`config.mk`:
```
export PLATFORM = sky130hd
export DESIGN_NAME = keyed_wdt
export DESIGN_NICKNAME = d
export VERILOG_FILES = /design/src/rtl/keyed_wdt_pkg.sv /design/src/rtl/keyed_wdt_rst_sync.sv /design/src/rtl/keyed_wdt_moddiv.sv /design/src/rtl/keyed_wdt.sv
export SDC_FILE = /design/constraint.sdc
export NUM_CORES = 1
export LEC_CHECK = 0
export ABC_AREA = 0
export BUFFER_PORTS_ARGS = -buffer_cell sky130_fd_sc_hd__buf_2
export CAP_MARGIN = 20
export CORE_MARGIN = 2
export CORE_UTILIZATION = 55
export DETAILED_ROUTE_END_ITERATION = 8
export PLACE_DENSITY_LB_ADDON = 0.05
export SYNTH_ARGS = -nofsm -noshare
export SYNTH_HDL_FRONTEND = slang
export SYNTH_SLANG_ARGS = --single-unit
```
`constraint.sdc`:
```
create_clock -name clk -period 1.6 [get_ports clk]
set_input_delay 0.08 -clock clk [delete_from_list [all_inputs] [get_ports clk]]
set_output_delay 0.08 -clock clk [all_outputs]
set_load 0.02 [all_outputs]
```
`src/rtl/keyed_wdt_pkg.sv`:
```
package keyed_wdt_pkg;
  typedef enum logic [1:0] {
    REG_CTRL = 2'd0,
    REG_LOAD = 2'd1,
    REG_KEY  = 2'd2
  } wdt_reg_e;

  localparam int STAT_ARM_BIT = 0;
  localparam int STAT_RUN_BIT = 1;
endpackage

```
`src/rtl/keyed_wdt_rst_sync.sv`:
```
module keyed_wdt_rst_sync (
  input  logic clk,
  input  logic rst_n,
  output logic srst_n
);
  logic [1:0] sync_q;

  always_ff @(posedge clk or negedge rst_n) begin
    if (!rst_n) sync_q <= 2'b00;
    else        sync_q <= {sync_q[0], 1'b1};
  end

  assign srst_n = sync_q[1];
endmodule

```
`src/rtl/keyed_wdt_moddiv.sv`:
```
module keyed_wdt_moddiv #(
  parameter int MOD = 12
) (
  input  logic clk,
  input  logic rst_n,
  input  logic en,
  input  logic clr,
  output logic wrap
);
  localparam int CW = (MOD > 1) ? $clog2(MOD) : 1;

  logic [CW-1:0] cnt_q, cnt_d;

  assign wrap = en && (cnt_q == CW'(MOD - 1));

  always_comb begin
    cnt_d = cnt_q;
    if (clr)       cnt_d = '0;
    else if (wrap) cnt_d = '0;
    else if (en)   cnt_d = cnt_q + 1'b1;
  end

  always_ff @(posedge clk or negedge rst_n) begin
    if (!rst_n) cnt_q <= '0;
    else        cnt_q <= cnt_d;
  end
endmodule

```
`src/rtl/keyed_wdt.sv`:
```
module keyed_wdt
  import keyed_wdt_pkg::*;
#(
  parameter int MC_DIV = 12,
  parameter int PRE_W  = 11,
  parameter int CNT_W  = 8,
  parameter logic [CNT_W-1:0] KEY_VALUE = 8'h55
) (
  input  logic             clk,
  input  logic             rst_n,
  input  logic             bus_wr,
  input  logic [1:0]       bus_addr,
  input  logic [CNT_W-1:0] bus_wdata,
  output logic [CNT_W-1:0] bus_rdata,
  output logic             rst_req
);
  localparam int PRE_MOD = 1 << PRE_W;
  localparam logic [CNT_W-1:0] CNT_MAX = {CNT_W{1'b1}};

  logic srst_n;
  logic arm_q, arm_d;
  logic run_q, run_d;
  logic [CNT_W-1:0] cnt_q, cnt_d;
  logic rst_req_d;

  logic wr_ctrl, wr_load, wr_key;
  logic load_ok, key_ok, cnt_tick, ovf, div_clr;
  logic mc_wrap, pre_wrap;

  keyed_wdt_rst_sync u_rsync (
    .clk    (clk),
    .rst_n  (rst_n),
    .srst_n (srst_n)
  );

  // Machine-cycle divider followed by the prescaler.
  keyed_wdt_moddiv #(.MOD(MC_DIV)) u_mcdiv (
    .clk   (clk),
    .rst_n (srst_n),
    .en    (run_q),
    .clr   (div_clr),
    .wrap  (mc_wrap)
  );

  keyed_wdt_moddiv #(.MOD(PRE_MOD)) u_pre (
    .clk   (clk),
    .rst_n (srst_n),
    .en    (mc_wrap),
    .clr   (div_clr),
    .wrap  (pre_wrap)
  );

  always_comb begin
    wr_ctrl  = bus_wr && (wdt_reg_e'(bus_addr) == REG_CTRL);
    wr_load  = bus_wr && (wdt_reg_e'(bus_addr) == REG_LOAD);
    wr_key   = bus_wr && (wdt_reg_e'(bus_addr) == REG_KEY);
    load_ok  = wr_load && arm_q;
    key_ok   = wr_key && (bus_wdata == KEY_VALUE);
    cnt_tick = pre_wrap && !load_ok && !key_ok;
    ovf      = cnt_tick && (cnt_q == CNT_MAX);
    div_clr  = load_ok || key_ok || ovf;
  end

  // Next-state logic
  always_comb begin
    run_d     = run_q;
    arm_d     = arm_q;
    cnt_d     = cnt_q;
    rst_req_d = ovf;

    if (key_ok) begin
      run_d = 1'b0;
      arm_d = 1'b0;
    end else if (ovf) begin
      run_d = 1'b0;
      arm_d = 1'b0;
      cnt_d = '0;
    end else if (load_ok) begin
      arm_d = 1'b0;
      cnt_d = bus_wdata;
    end else begin
      if (wr_ctrl) begin
        arm_d = bus_wdata[0];
        if (bus_wdata[0]) run_d = 1'b1;
      end
      if (cnt_tick) cnt_d = cnt_q + 1'b1;
    end
  end

  always_ff @(posedge clk or negedge srst_n) begin
    if (!srst_n) begin
      run_q   <= 1'b0;
      arm_q   <= 1'b0;
      cnt_q   <= '0;
      rst_req <= 1'b0;
    end else begin
      run_q   <= run_d;
      arm_q   <= arm_d;
      cnt_q   <= cnt_d;
      rst_req <= rst_req_d;
    end
  end

  always_comb begin
    bus_rdata = '0;
    unique case (wdt_reg_e'(bus_addr))
      REG_CTRL: begin
        bus_rdata[STAT_ARM_BIT] = arm_q;
        bus_rdata[STAT_RUN_BIT] = run_q;
      end
      REG_LOAD: bus_rdata = cnt_q;
      default:  bus_rdata = '0;
    endcase
  end
endmodule

```
==> results.py, run 1 <==
metrics = {
    "outcome": {
        "outcome": "complete, but fails checks",
        "violations": "negative setup slack",
    },
    "worst_setup_path": {
        "crit_arrival_ns": 2.12,
        "r2r_slack_ns": -0.29,
        "reg2regPathDepth": 8,
        "cp_max_fo": 4,
        "reg2reg_from": "u_pre.cnt_q[0]",
        "start_kind": "flop",
        "r2r-end": "cnt_q[3]",
        "cp-end-kind": "flop",
        "cp_data_required_time_ns": 1.83,
        "critPathKind": "reg2reg",
    },
    "placement": {
        "placed_area_um2": 2073,
        "io_buffers": 21,
        "place_inst": 263,
        "dpl.hpwl_um": 3179,
        "gp_congestion": 0.8819,
        "place_ws_ns": -0.2585,
    },
    "layout": {
        "drive_gt1_share_pct": 35.37,
        "num_antenna_cells": 0,
        "syn2layout_area_growth_pct": 39.11,
        "fin_cells": 277,
        "final_common_cell": "buf_4",
        "finalNetCount": 263,
        "fillers": 184,
        "final_cell_area_um2": 2278,
        "layout_common_cells": "45 x buf_4, 28 x dfrtp_1, 21 x buf_2",
    },
    "grt": {
        "grt_pass1_vias": 1669,
        "grt_max_degree": 27,
        "grt_use_total_pct": 27.63,
        "met3_usage_pct": 3.736,
        "grt_util_met1_pct": 37.52,
        "antenna_found_initial": 0,
        "overflow": 0,
        "grtUsageMet2_pct": 44.78,
        "top_usage_layer": "met2",
        "grt_pass1_wl_um": 7341,
    },
    "power": {
        "seqPwrFrac_pct": 40.6,
        "peakVddDrop_uv": 1102,
        "clock_power_share_pct": 20.4,
        "powerDensity_nw_per_um2": 1014,
        "internal_power_mw": 1.564,
        "p_sw_mw": 0.7464,
        "comb_power_share_pct": 39.1,
        "p_leak_nw": 1.086,
        "switching_share_pct": 32.30,
    },
    "route": {
        "vias": 1664,
        "ant_nets": 0,
        "first_pass_iters": 4,
        "detail_route.wl_per_cell_um": 16.26,
        "drt_wl_total_um": 4504,
        "viasPerCell": 6.007,
        "drc": 0,
        "drt_iter0_drc": 131,
    },
    "logic_synthesis": {
        "async_flop_share_pct": 100.0,
        "synth_top_cells_by_area": "dfrtp_1 43%, nand2_1 4.1%, nor2_1 4.1%",
        "synth_compound_area_share_pct": 13.83,
        "ys_ff_latch": 28,
        "synth_area_um2": 1638,
        "avgSynthCellArea_um2": 9.201,
        "synth_simple_gate_area_share_pct": 29.56,
        "synth_top_area_share_pct": 42.78,
        "synth_top_family_by_area": "simple AND/OR/NAND/NOR gates",
        "synth_xor_area_share_pct": 4.813,
        "netlist_instances": 178,
        "ys.flop_type": "dfrtp_1",
        "syn_nets": 194,
        "synth-warning-count": 0,
        "yosys.area.top_type": "dfrtp_1",
        "synth.area.mux_share_pct": 3.667,
        "ys_seq_area_share_pct": 42.78,
        "synth-edff-count": 0,
        "ys_types": 44,
        "synthAdderAreaFrac_pct": 2.292,
    },
    "floorplanning": {
        "rows": 19,
        "die_area_um2": 3430,
        "die_width_um": 58.57,
        "initial_core_util_pct": 58.88,
        "coreArea_um2": 2781,
        "ios": 22,
        "die_h_um": 58.57,
    },
    "clock_network": {
        "clk_pin_slew_ns": 0.16,
        "insertion_delay_ns": 0.33,
        "htreeDepth": 1,
        "clock_path_buffers": 2,
        "cts_buffers": 3,
        "clkSinkCount": 28,
        "cts_tree": "done",
        "clock-root-buffer": "clkbuf_4",
    },
    "hold_path": {
        "worstHoldPathType": "in2async",
    },
    "run": {
        "max_cap_violations": 0,
    },
    "timing": {
        "hold_viol_final": 0,
        "fin_setup_tns_ns": -4.670,
        "fin_ws_ns": -0.2887,
        "finalCriticalPeriod_ns": 1.889,
        "fin_crit_sh_pct": 118.0,
        "timing.fmax_ghz": 0.5295,
        "setup_viol": 23,
        "rsz0062_at_grt": "yes",
        "slew_viol_final": 0,
        "fin_hold_ws_ns": 0.03846,
        "clock_skew_ns": 0.003750,
    },
}
kinds of logic (layout without fill, tap and decap cells):
family	Yosys count	in the layout
compound gates	33	33
buf+inv	9	76
fa+ha+maj	3	3
other cells	1	1
mux	6	6
simple gates	89	90
flops	28	28
xor+xnor	9	9
worst max-delay path: stages, from the launching register on:
cell and delay [ns]:
dfrtp_1 0.43, ha_4 0.17, nand4_4 0.10, buf_4 0.15
buf_4 0.15, nor4_4 0.33, buf_4 0.20, o221ai_1 0.11
o2bb2ai_1 0.16
state kept, by name, indices dropped and copies added (netlist names):
register and cells:
cnt_q 8, u_rsync.sync_q 2, u_mcdiv.cnt_q 4, u_pre.cnt_q 11
arm_q 1, run_q 1, rst_req 1
area by class of cell:
class,instances,area (um2),area share [%]
flip-flops and latches,28,700.7,30.75
clock buffers,3,22.52,0.9885
multi-input cells,142,992.2,43.55
clock inverters,1,30.03,1.318
well taps,31,38.79,1.702
repair buffers,70,486.7,21.36
inverters,2,7.507,0.3295
layer usage:
layer	share of wire [%]	vias to the layer above
met4	1.4	0
met1	44	810
met5	0	-
li1	-	798
met2	49	48
met3	5.2	8
power by group through the flow:
stage,sequential [mW],combinational [mW],clock (mW)
floorplan,1.00,0.359,0
global placement,0.942,0.747,0
detailed placement,0.949,0.784,0
CTS,0.934,0.802,0.481
global route,0.950,0.988,0.496
finish,0.937,0.902,0.471
worst max-delay path by stage:
stage | from | endpoint | slack, ns | depth (start not counted)
global placement | u_pre.cnt_q[1] | cnt_q[7] | -0.22 | 5
CTS | u_pre.cnt_q[1] | cnt_q[7] | -0.25 | 5
floorplan | u_pre.cnt_q[1] | cnt_q[7] | -0.28 | 6
finish | u_pre.cnt_q[0] | cnt_q[3] | -0.29 | 8
global route | u_pre.cnt_q[0] | cnt_q[4] | -0.40 | 5
detailed placement | u_pre.cnt_q[1] | cnt_q[7] | -0.26 | 5
cell usage after synthesis (2+ instances only):
cell type,instances
mux2i_1,6
nand4b_1,2
clkbuf_1,4
and3_1,2
o21ai_0,4
and4b_1,2
nand2_1,18
nor4_1,7
and2_1,6
or3_1,2
nor4bb_1,2
xnor2_1,5
o211ai_1,3
nor3_1,7
ha_1,3
inv_1,2
o221ai_1,3
nand3_1,9
a221o_1,2
o2bb2ai_1,3
a21oi_1,10
dfrtp_1,28
nor2b_1,3
xor2_1,4
nand4_1,5
nor2_1,18
through the flow:
| step | power, mW | util, % |
|---|---|---|
| finish | 2.310 | 81.92 |
| global route | 2.434 | 81.92 |
| CTS | 2.217 | 78.50 |
| detailed placement | 1.733 | 74.54 |
| global placement | 1.688 | 74.54 |
| floorplan | 1.362 | - |
timing repair:
| item | CTS | global route |
|---|---|---|
| setup endpoints to repair | 22 | 24 |
| setup buffers | 3 | 5 |
| pin swaps | 3 | 6 |
| hold buffers | 1 | 0 |
| cloned | 1 | 0 |
| endpoints found under the hold margin | 2 | 0 |
| resized for setup | 3 | 11 |
No activity file was read; power rests on OpenSTA's default activity.
==> run 2: changes to the inputs <==
--- a/config.mk
+++ b/config.mk
@@ -12,6 +12,8 @@
 export CORE_UTILIZATION = 55
 export DETAILED_ROUTE_END_ITERATION = 8
 export PLACE_DENSITY_LB_ADDON = 0.05
+export SETUP_SLACK_MARGIN = 0.02
+export SKIP_LAST_GASP = 1
 export SYNTH_ARGS = -nofsm -noshare
 export SYNTH_HDL_FRONTEND = slang
 export SYNTH_SLANG_ARGS = --single-unit
==> run 2 against run 1 <==
Highest routed layer unchanged. Flip-flop and latch count did not move. Largest power group unchanged. Setup slack worse by 0.020 ns. Total power increased by 0.66%. Utilization rose by 1.6 points. Combinational power grew 1%. Non-clock buffer count rose by 3. The flow still finishes with violations (negative setup slack). Count of clock-buffer cells in the layout unchanged. Cell area is 1.9% higher. Sequential share of layout area shrank 0.58 points. Worst hold slack worse by 0.022 ns. Sequential power is essentially flat.
==> results.py, run 2 (synthesized netlist as in run 1, its figures left out) <==
metrics = {
    "outcome": {
        "outcome": "complete, but fails checks",
        "violations": "negative setup slack",
    },
    "grt": {
        "grt_pass1_vias": 1682,
        "grt_use_total_pct": 29.26,
        "overflow": 0,
        "antenna_found_initial": 0,
        "grt_pass1_wl_um": 7700,
        "grt_max_degree": 27,
    },
    "placement": {
        "place_inst": 265,
        "dpl.hpwl_um": 3243,
        "place_ws_ns": -0.2758,
        "io_buffers": 21,
        "gp_congestion": 0.8810,
        "placed_area_um2": 2088,
    },
    "timing": {
        "fin_setup_tns_ns": -5.598,
        "relSlewSlack_pct": 66.27,
        "clock_skew_ns": 0.01326,
        "setup_viol": 23,
        "hold_viol_final": 0,
        "rsz0062_at_grt": "yes",
        "fin_ws_ns": -0.3083,
        "timing.fmax_ghz": 0.5240,
        "worst_pin_slew_ns": 0.5006,
        "slew_viol_final": 0,
        "fin_crit_sh_pct": 119.3,
        "finalCriticalPeriod_ns": 1.908,
    },
    "route": {
        "drt_iter0_drc": 69,
        "first_pass_iters": 4,
        "viasPerCell": 6.096,
        "ant_nets": 0,
        "drt_wl_total_um": 4709,
        "drc": 0,
        "detail_route.wl_per_cell_um": 16.82,
        "vias": 1707,
    },
    "floorplanning": {
        "die_width_um": 58.57,
        "coreArea_um2": 2781,
        "initial_core_util_pct": 58.88,
        "die_area_um2": 3430,
        "die_h_um": 58.57,
        "rows": 19,
        "ios": 22,
    },
    "layout": {
        "regMostFlops": "u_pre.cnt_q",
        "num_antenna_cells": 0,
        "finalNetCount": 266,
        "layout_common_cells": "47 x buf_4, 28 x dfrtp_1, 21 x buf_2",
        "drive_gt1_share_pct": 36.95,
        "seq_area_um2": 700.7,
        "largest_register_ffs": 11,
        "fillers": 179,
        "final_common_cell": "buf_4",
        "multiInputGateArea_um2": 1010,
        "top_regs": "u_pre.cnt_q x11, cnt_q x8, u_mcdiv.cnt_q x4",
        "final_cell_area_um2": 2322,
        "syn2layout_area_growth_pct": 41.79,
        "fin_cells": 280,
    },
    "power": {
        "peakVddDrop_uv": 933.6,
        "p_leak_nw": 1.104,
        "powerDensity_nw_per_um2": 1002,
        "total_power_mw": 2.326,
    },
    "worst_setup_path": {
        "crit_arrival_ns": 2.15,
        "start_kind": "flop",
        "r2r_slack_ns": -0.31,
        "cp_data_required_time_ns": 1.84,
        "cp_max_fo": 4,
        "reg2regPathDepth": 5,
        "critPathKind": "reg2reg",
        "reg2reg_from": "u_mcdiv.cnt_q[1]",
        "r2r-end": "cnt_q[5]",
        "cp-end-kind": "flop",
    },
    "clock_network": {
        "htreeDepth": 1,
        "insertion_delay_ns": 0.33,
        "cts_buffers": 3,
        "clock-root-buffer": "clkbuf_4",
        "cts_tree": "done",
        "clk_pin_slew_ns": 0.16,
        "clkSinkCount": 28,
        "clock_path_buffers": 2,
    },
    "hold_path": {
        "worstHoldPathType": "in2async",
    },
    "run": {
        "max_cap_violations": 0,
    },
}
## run 2: area by class of cell
cell class                 count  share of cell area (%)
clock buffer                   3                  0.9698
clock inverter                 1                   1.293
inverter                       2                  0.3233
multi-input combinational    142                   43.48
sequential                    28                   30.17
tap                           31                   1.670
timing repair buffer          73                   22.09
## run 2: how the worst max path moves through the flow
stage	start	to	slack [ns]	cells past startpoint
5_1_grt	u_mcdiv.cnt_q[1]	cnt_q[5]	-0.39	5
6_report	u_mcdiv.cnt_q[1]	cnt_q[5]	-0.31	5
2_1_floorplan	u_pre.cnt_q[1]	cnt_q[7]	-0.28	6
4_1_cts	u_pre.cnt_q[1]	cnt_q[7]	-0.27	5
3_3_place_gp	u_pre.cnt_q[1]	cnt_q[7]	-0.22	5
3_5_place_dp	u_pre.cnt_q[0]	cnt_q[7]	-0.28	5
## run 2: per-stage QoR
step	hold slack (ns)	util (%)
after global routing	0.004966	83.49
after global placement	-0.1347	75.08
final	0.01666	83.49
after floorplan	-0.2156	-
after CTS	0.01275	81.38
after detailed placement	-0.1340	75.08
## run 2: routing by layer
layer / vias up / global-route usage, % / wire [um]
met3: 14 / 2.198 / 249
met1: 829 / 37.59 / 2021
met5: - / 0 / 0
met4: 0 / 9.740 / 116
met2: 65 / 52.33 / 2322
li1: 799 / - / -
## run 2: timing repair
item | 4_1_cts | 5_1_grt
setup buffers | 7 | 2
hold endpoints to repair | 2 | 0
gates resized for setup | 10 | 8
hold buffers | 1 | 0
setup endpoints to repair | 22 | 25
cloned | 1 | 0
pin swaps | 8 | 5
## run 2: power by group
part	switching, mW	internal (mW)	total (mW)
registers	0.0998	0.840	0.940
clock network	0.218	0.253	0.472
logic	0.446	0.469	0.914
total	0.764	1.56	2.33
## run 2: worst max-delay path, stage by stage, from the launching register on
cell,delay (ns)
dfrtp_1,0.39
ha_2,0.18
nand4b_1,0.18
or4_4,0.51
a211o_1,0.34
o221ai_1,0.20
==> run 3: changes to the inputs <==
--- a/config.mk
+++ b/config.mk
@@ -11,6 +11,7 @@
 export CORE_MARGIN = 2
 export CORE_UTILIZATION = 55
 export DETAILED_ROUTE_END_ITERATION = 8
+export MAX_ROUTING_LAYER = met4
 export PLACE_DENSITY_LB_ADDON = 0.05
 export SETUP_SLACK_MARGIN = 0.02
 export SKIP_LAST_GASP = 1
==> run 3 against run 2 <==
The flow still finishes with violations (negative setup slack). Routed wire length increased by 2.4%. Register-to-register slack about the same. Sequential power about the same. Utilization increased by 0.27 points. Setup slack got worse by 0.0082 ns. Combinational power decreased by 4.3%. Sequential share of layout area decreased by 0.097 points. Worst hold slack improved by 0.015 ns. Global-route usage increased by 1.9 points. Die area unchanged. Largest power group unchanged.
==> results.py, run 3 (synthesized netlist as in run 1, its figures left out) <==
metrics = {
    "floorplanning": {
        "coreArea_um2": 2781,
        "die_h_um": 58.57,
        "die_area_um2": 3430,
        "ios": 22,
        "die_width_um": 58.57,
        "rows": 19,
        "initial_core_util_pct": 58.88,
    },
    "placement": {
        "io_buffers": 21,
        "place_ws_ns": -0.3109,
        "gp_congestion": 0.9530,
        "placed_area_um2": 2081,
        "dpl.hpwl_um": 3293,
    },
    "clock_network": {
        "htreeDepth": 1,
        "clock-root-buffer": "clkbuf_4",
        "insertion_delay_ns": 0.33,
        "cts_tree": "done",
        "clkSinkCount": 28,
        "clock_path_buffers": 2,
        "clk_pin_slew_ns": 0.16,
        "cts_buffers": 3,
    },
    "timing": {
        "timing.fmax_ghz": 0.5218,
        "fin_ws_ns": -0.3165,
        "hold_viol_final": 0,
        "relSlewSlack_pct": 65.26,
        "clock_skew_ns": 0.007677,
        "rsz0062_at_grt": "yes",
        "slew_viol_final": 0,
        "finalCriticalPeriod_ns": 1.916,
        "setup_viol": 22,
        "fin_crit_sh_pct": 119.8,
        "worst_pin_slew_ns": 0.5156,
        "fin_setup_tns_ns": -4.655,
    },
    "worst_setup_path": {
        "cpPeakStageDelay_ns": 0.52,
        "critPathKind": "reg2reg",
        "cp.buffers_inverters": 0,
        "cp_data_required_time_ns": 1.85,
        "path_cells": "ha_2, nand4b_1, or4_4, a211o_1, o221ai_1",
        "crit_arrival_ns": 2.17,
        "cp_max_fo": 8,
        "start_kind": "flop",
        "cp-end-kind": "flop",
        "cpLargestDelayFamily": "simple AND/OR/NAND/NOR gates",
        "slowest_stage": "or4_4",
    },
    "layout": {
        "multiInputGateArea_um2": 1040,
        "finalNetCount": 263,
        "regMostFlops": "u_pre.cnt_q",
        "syn2layout_area_growth_pct": 42.25,
        "final_core_util_pct": 83.76,
        "drive_gt1_share_pct": 38.21,
        "final_common_cell": "buf_4",
        "largest_register_ffs": 11,
        "fillers": 169,
        "seq_area_um2": 700.7,
        "num_antenna_cells": 0,
        "final_cell_area_um2": 2330,
        "top_regs": "u_pre.cnt_q x11, cnt_q x8, u_mcdiv.cnt_q x4",
        "layout_common_cells": "47 x buf_4, 28 x dfrtp_1, 21 x buf_2",
    },
    "grt": {
        "grt_pass1_vias": 1764,
        "antenna_found_initial": 0,
        "grt_use_total_pct": 31.19,
        "grt_max_degree": 27,
        "grt_pass1_wl_um": 8010,
        "overflow": 0,
    },
    "route": {
        "detail_route.wl_per_cell_um": 17.40,
        "viasPerCell": 6.162,
        "drc": 0,
        "ant_nets": 0,
        "drt_iter0_drc": 121,
        "first_pass_iters": 4,
        "vias": 1707,
        "drt_wl_total_um": 4820,
    },
    "power": {
        "powerDensity_nw_per_um2": 982.9,
        "p_leak_nw": 1.112,
        "peakVddDrop_uv": 1046,
    },
    "outcome": {
        "outcome": "complete, but fails checks",
        "violations": "negative setup slack",
    },
    "run": {
        "max_cap_violations": 0,
    },
    "hold_path": {
        "worstHoldPathType": "in2reg",
    },
}
-- run 3: cell count changes in the layout (fill, tap and decap cells not counted), moves of 2 or more --
| cell | change |
|---|---|
| buf_6 | -2 |
| nor2_1 | -2 |
| nor2_2 | +2 |
| nor3_2 | +2 |
-- run 3: routing by layer --
metal  vias up  share of wire [%]  GRT usage [%]
met5         -                  0              -
met2        58                 50          50.88
li1        799                  -              -
met4         0                2.1          13.64
met1       836                 43          39.37
met3        14                4.6          3.516
-- run 3: repair_timing --
item,4_1_cts,5_1_grt
setup buffers,7,2
resized for setup,13,10
hold endpoints to repair,2,0
pin swaps,13,4
hold buffers,1,0
setup endpoints to repair,23,24
-- run 3: cell type report --
class / instances / share of cell area (%)
multi-input cells: 141 / 44.63
clock buffers: 3 / 0.9667
well taps: 31 / 1.665
inverters: 2 / 0.3222
flip-flops and latches: 28 / 30.08
repair buffers: 71 / 21.05
clock inverters: 1 / 1.289
-- run 3: final timing paths --
| check | startpoint | end | slack (ns) | depth (start not counted) |
|---|---|---|---|---|
| setup reg to reg | u_mcdiv.cnt_q[1] | cnt_q[7] | -0.32 | 5 |
| min in group asynchronous | rst_n | u_rsync.sync_q[1] | 0.05 | 2 |
| setup / recovery | u_mcdiv.cnt_q[1] | cnt_q[7] | -0.32 | 5 |
| max in group asynchronous | u_rsync.sync_q[1] | u_pre.cnt_q[6] | 1.12 | 1 |
| hold / removal | bus_wdata[0] | cnt_q[0] | 0.03 | 2 |
| hold reg to reg | u_rsync.sync_q[1] | cnt_q[0] | 0.23 | 1 |
-- run 3: per-stage QoR --
| stage | power, mW | instances | hold WS [ns] |
|---|---|---|---|
| final | 2.290 | 277 | 0.03168 |
| after global routing | 2.424 | 277 | 0.03663 |
| after CTS | 2.270 | 276 | 0.006649 |
| after detailed placement | 1.744 | 264 | -0.1343 |
| after global placement | 1.693 | 264 | -0.1349 |
| after floorplan | 1.362 | 178 | -0.2156 |
-- run 3: worst reg2reg max path: cells and delay by family (launching register included) --
kind / cells / cell delay [ns]
compound gates: 2 / 0.57
flops: 1 / 0.40
fa+ha+maj: 1 / 0.18
simple gates: 2 / 0.68
-- run 3: power by group --
group | switching [mW] | leakage (nW) | total (mW) | internal (mW)
Combinational | 0.438 | 0.717 | 0.875 | 0.437
Clock | 0.219 | 0.0279 | 0.472 | 0.253
Sequential | 0.103 | 0.367 | 0.943 | 0.840
Total | 0.760 | 1.11 | 2.29 | 1.53
